## src/rtl/vga400_pkg.sv

```systemverilog
package vga400_pkg;

    // Vertical phase of the raster
    typedef enum logic [2:0] {
        VP_LEAD = 3'd0,
        VP_SYNC = 3'd1,
        VP_BACK = 3'd2,
        VP_SHOW = 3'd3,
        VP_TAIL = 3'd4
    } vphase_e;

endpackage

```

## src/rtl/vga400_hcount.sv

```systemverilog
module vga400_hcount #(
    parameter int H_TOTAL = 800,
    localparam int PW = $clog2(H_TOTAL)
) (
    input  logic          clk,
    input  logic          rst,
    output logic [PW-1:0] pix_d,
    output logic          wrap
);

    logic [PW-1:0] pix_q;

    always_comb begin
        wrap = (pix_q == PW'(H_TOTAL - 1));
        if (rst) begin
            pix_d = '0;
        end else if (wrap) begin
            pix_d = '0;
        end else begin
            pix_d = pix_q + PW'(1);
        end
    end

    always_ff @(posedge clk) begin
        pix_q <= pix_d;
    end

endmodule

```

## src/rtl/vga400_vphase.sv

```systemverilog
module vga400_vphase
    import vga400_pkg::*;
#(
    parameter int V_TOTAL   = 449,
    parameter int VS_START  = 2,
    parameter int VS_END    = 4,
    parameter int VIS_START = 38,
    parameter int VIS_END   = 438,
    localparam int LW = $clog2(V_TOTAL)
) (
    input  logic    clk,
    input  logic    rst,
    input  logic    adv,
    output vphase_e phase_d,
    output logic    last_line
);

    logic [LW-1:0] line_q;
    logic [LW-1:0] line_d;
    vphase_e       phase_q;

    // Line counter, advanced on each pixel wrap
    always_comb begin
        last_line = (line_q == LW'(V_TOTAL - 1));
        if (rst) begin
            line_d = '0;
        end else if (adv) begin
            line_d = last_line ? '0 : line_q + LW'(1);
        end else begin
            line_d = line_q;
        end
    end

    // Next phase, decided by the line about to be entered
    always_comb begin
        phase_d = phase_q;
        if (rst) begin
            phase_d = VP_LEAD;
        end else if (adv) begin
            unique case (phase_q)
                VP_LEAD: if (line_d == LW'(VS_START))  phase_d = VP_SYNC;
                VP_SYNC: if (line_d == LW'(VS_END))    phase_d = VP_BACK;
                VP_BACK: if (line_d == LW'(VIS_START)) phase_d = VP_SHOW;
                VP_SHOW: if (line_d == LW'(VIS_END))   phase_d = VP_TAIL;
                VP_TAIL: if (line_d == '0)             phase_d = VP_LEAD;
                default: phase_d = VP_LEAD;
            endcase
        end
    end

    // State register
    always_ff @(posedge clk) begin
        line_q  <= line_d;
        phase_q <= phase_d;
    end

endmodule

```

## src/rtl/vga400_timing.sv

```systemverilog
module vga400_timing
    import vga400_pkg::*;
#(
    parameter int H_TOTAL   = 800,
    parameter int HS_START  = 16,
    parameter int HS_END    = 48,
    parameter int V_TOTAL   = 449,
    parameter int VS_START  = 2,
    parameter int VS_END    = 4,
    parameter int VIS_START = 38,
    parameter int VIS_END   = 438
) (
    input  logic clk,
    input  logic rst,
    output logic hsync_n,
    output logic vsync,
    output logic visible,
    output logic line_start,
    output logic frame_start
);

    localparam int PW = $clog2(H_TOTAL);

    logic [PW-1:0] pix_d;
    logic          wrap;
    vphase_e       phase_d;
    logic          last_line;

    vga400_hcount #(
        .H_TOTAL (H_TOTAL)
    ) u_hcnt (
        .clk   (clk),
        .rst   (rst),
        .pix_d (pix_d),
        .wrap  (wrap)
    );

    vga400_vphase #(
        .V_TOTAL   (V_TOTAL),
        .VS_START  (VS_START),
        .VS_END    (VS_END),
        .VIS_START (VIS_START),
        .VIS_END   (VIS_END)
    ) u_vph (
        .clk       (clk),
        .rst       (rst),
        .adv       (wrap),
        .phase_d   (phase_d),
        .last_line (last_line)
    );

    // Output register: the outputs follow the counters' next values,
    // so they stay aligned with the counter state
    always_ff @(posedge clk) begin
        if (rst) begin
            hsync_n     <= 1'b1;
            vsync       <= 1'b0;
            visible     <= 1'b0;
            line_start  <= 1'b0;
            frame_start <= 1'b0;
        end else begin
            hsync_n     <= !((pix_d >= PW'(HS_START)) && (pix_d < PW'(HS_END)));
            vsync       <= (phase_d == VP_SYNC);
            visible     <= (phase_d == VP_SHOW);
            line_start  <= wrap;
            frame_start <= wrap && last_line;
        end
    end

endmodule

```

## config.mk

```make
export PLATFORM = sky130hd
export DESIGN_NAME = vga400_timing
export DESIGN_NICKNAME = d
export VERILOG_FILES = /design/src/rtl/vga400_pkg.sv /design/src/rtl/vga400_hcount.sv /design/src/rtl/vga400_vphase.sv /design/src/rtl/vga400_timing.sv
export SDC_FILE = /design/constraint.sdc
export NUM_CORES = 1
export LEC_CHECK = 0
export ABC_CLOCK_PERIOD_IN_PS = 6390
export BUFFER_PORTS_ARGS = -buffer_cell sky130_fd_sc_hd__buf_2
export CAP_MARGIN = 10
export CORE_MARGIN = 10
export CORE_UTILIZATION = 50
export CTS_CLUSTER_DIAMETER = 60
export CTS_CLUSTER_SIZE = 10
export DETAILED_ROUTE_END_ITERATION = 10
export PLACE_DENSITY_LB_ADDON = 0.25
export SLEW_MARGIN = 20
export SYNTH_ARGS = -nofsm -noshare
export SYNTH_HDL_FRONTEND = slang
export SYNTH_HIERARCHICAL = 1
export SYNTH_SLANG_ARGS = --single-unit
```

## constraint.sdc

```tcl
create_clock -name clk -period 6.39 [get_ports clk]
set_input_delay 0.3195 -clock clk [delete_from_list [all_inputs] [get_ports clk]]
set_output_delay 0.3195 -clock clk [all_outputs]
set_load 0.01 [all_outputs]
```

==> out/metrics.csv <==
metric,value,unit
outcome,finished clean,
1st-pass router iterations,4,
Setup Buffers After CTS,0,
synth-to-layout area growth,3.81,%
Vias,1372,
final setup violation count,0,
CTS Buf Count,3,
placed cells,232,
mux contribution to synthesized area,0.0127,
setup TNS,0,ns
max cap viols,0,
XOR/XNOR Fraction of Synth Area,0.0778,
grt ovf,0,
Ant. Diodes,0,
register area,541,µm²
Syn Inst Count,191,
Critical Path Start,u_hcnt/pix_q[0],
post-synthesis compound-gate area fraction,0.156,
Antenna Nets Post-Route,0,
post-synthesis instance area,0.00158,mm²
Routed WL,3200,µm
vias in the first global route,1196,
RSZ-0062 raised after global routing,false,
# port buffers,6,
Final min period,3.29,ns
share of layout cells above drive strength 1,0.120,
synth top area cells,"dfxtp_1 (34%), nor2_1 (5.7%), xnor2_1 (3.9%), xor2_1 (3.9%), nand3_1 (3.5%)",
CP Max Fanout,14,
FMAX,304,MHz
CTS tree,yes,
final hold vios,0,
GRT Total Usage,0.111,
largest family of logic cells by synthesized area,simple AND/OR/NAND/NOR gates,
"FF+latch count, synth",27,
clock sink total,27,
Slew headroom,0.423,
H-Tree Depth,1,
"EDFF count, synth",0,
Worst R2R Start,u_hcnt/pix_q[0],
critical path endpoint category,flip-flop,
Worst Tran Pin Value,0.864,ns
IO Count,7,
DIE WIDTH,76.2,µm
Non-Filler Instances,236,
hold_buf cts,0,
maximum clock path buffer count,2,
"count leader, synth",dfxtp_1,
die area,0.00580,mm²
worst setup path class,reg -> reg,
sequential area share after synthesis,0.343,
first-pass GRT wire length,5520,µm
fin. max-slew vios,0,
post-DP HPWL,2310,µm
Starting Density,0.521,
syn nets,196,
largest net degree at the start of global routing,18,
Mean Syn Cell Area,8.25,µm²
Skew-Pair Late Insertion Delay,0.34,ns
HP Start,rst,
Setup crit start kind,flip-flop,
fraction of the mapped netlist area in simple logic gates,0.326,
clk slew on worst S/H paths,0.16,ns
multi-input logic area,940,µm²
DRC viols,0,
Syn. warnings,6,
"Distinct cells, synth",51,
ys async rst share,0,
die height,76.2,µm
CTS resizes,0,
adder-cell area share of the yosys netlist,0.0238,
final-stage net count,198,
"Arr. time, crit path",3.58,ns
CTS root buf,clkbuf_4,
initial antenna violation count,0,
# fillers,295,
PD cells,163,mW/mm²
Tcrit/Tclk final,0.515,
Leakage,0.000533,µW
HP Class,in -> reg,
"Top FF cell, synth",dfxtp_1,
routed vias/inst,5.81,
dominant cell type by area after synthesis,dfxtp_1,
core area,0.00303,mm²
worst clock skew,0.00997,ns
post-synth top area share,0.343,
Rows,20,
Iter 0 DRT Violations,172,
GP Congestion,0.890,
drt wl/cell,13.6,µm
worst path required time,6.68,ns
Post-synth top cells,"dfxtp_1 (27), nor2_1 (24), nand2_1 (12)",
Worst VDD drop,0.0750,mV
## metal layers
metal	wire length (µm)	vias up	global-route usage
li1	-	687	-
met1	1580	634	0.152
met2	1410	47	0.156
met3	180	4	0.0259
met4	36	0	0.0576
met5	0	-	0
## path summary, 6_finish.rpt
kind	endpoint	slack, ns	cells after the start
setup / recovery	visible	3.10	11
hold / removal	u_hcnt/pix_q[2]	0.33	2
setup reg to reg	visible	3.10	11
hold reg to reg	u_hcnt/pix_q[0]	0.48	1
## logic make-up (layout without fill, tap and decap cells)
| family | count (synthesis) | in the layout |
|---|---|---|
| compound gates | 33 | 33 |
| flops | 27 | 27 |
| simple gates | 93 | 93 |
| buf+inv | 19 | 20 |
| xor+xnor | 14 | 14 |
| fa+ha+maj | 3 | 3 |
| mux | 2 | 2 |
## power by group
part / switching, µW / internal [µW]
clock network: 55.3 / 24.1
logic: 7.66 / 4.73
registers: 3.23 / 171
## worst max-delay path, stage by stage (launching register included)
cell	delay, ns
dfxtp_1	0.40
ha_1	0.23
nand4_1	0.24
nor3_1	0.24
buf_4	0.23
nand3_4	0.12
or4_4	0.55
a31oi_4	0.19
nor2_1	0.08
or4_1	0.48
a31oi_1	0.25
and4bb_2	0.24
## sequential cells by signal, indices dropped and copies added (netlist names)
name / flops
u_hcnt/pix_q: 10
u_vph/line_q: 9
u_vph/phase_q: 3
frame_start: 1
hsync_n: 1
line_start: 1
visible: 1
vsync: 1
## through the flow
| step | cell area, µm² | worst slack, ns | power (µW) | hold WS, ns | util |
|---|---|---|---|---|---|
| after global placement | 1610 | 3.25 | 190 | 0.443 | 0.531 |
| after detailed placement | 1610 | 3.14 | 190 | 0.456 | 0.531 |
| after floorplan | 1580 | 3.26 | 186 | 0.390 | - |
| after CTS | 1640 | 3.10 | 270 | 0.317 | 0.540 |
| final | 1640 | 3.10 | 266 | 0.328 | 0.540 |
| after global routing | 1640 | 2.87 | 280 | 0.326 | 0.540 |
## area by class of cell
class | instances | area share
clock inverter | 1 | 0.00459
timing repair buffer | 7 | 0.0229
sequential | 27 | 0.330
inverter | 9 | 0.0206
tap | 44 | 0.0336
multi-input combinational | 145 | 0.574
clock buffer | 3 | 0.0138
## cells in the final DEF (no fill, tap or decap), types with 2 or more instances in the layout
cell type,count
a21oi_1,6
or3_1,4
o21ai_0,6
nor2_1,24
nor3_1,10
xnor2_1,7
clkbuf_4,3
mux2i_1,2
and3_1,3
nand2_1,12
and2_1,2
nand3b_1,2
buf_2,6
a31o_2,2
nand3_1,11
nor3b_1,2
nor4_1,2
o31ai_1,2
or2_2,2
dfxtp_1,27
inv_1,9
or4_1,4
a31oi_1,4
ha_1,3
xor2_1,7
nand4_1,4
nand2b_1,2
Power figures use the tool's default switching activity.
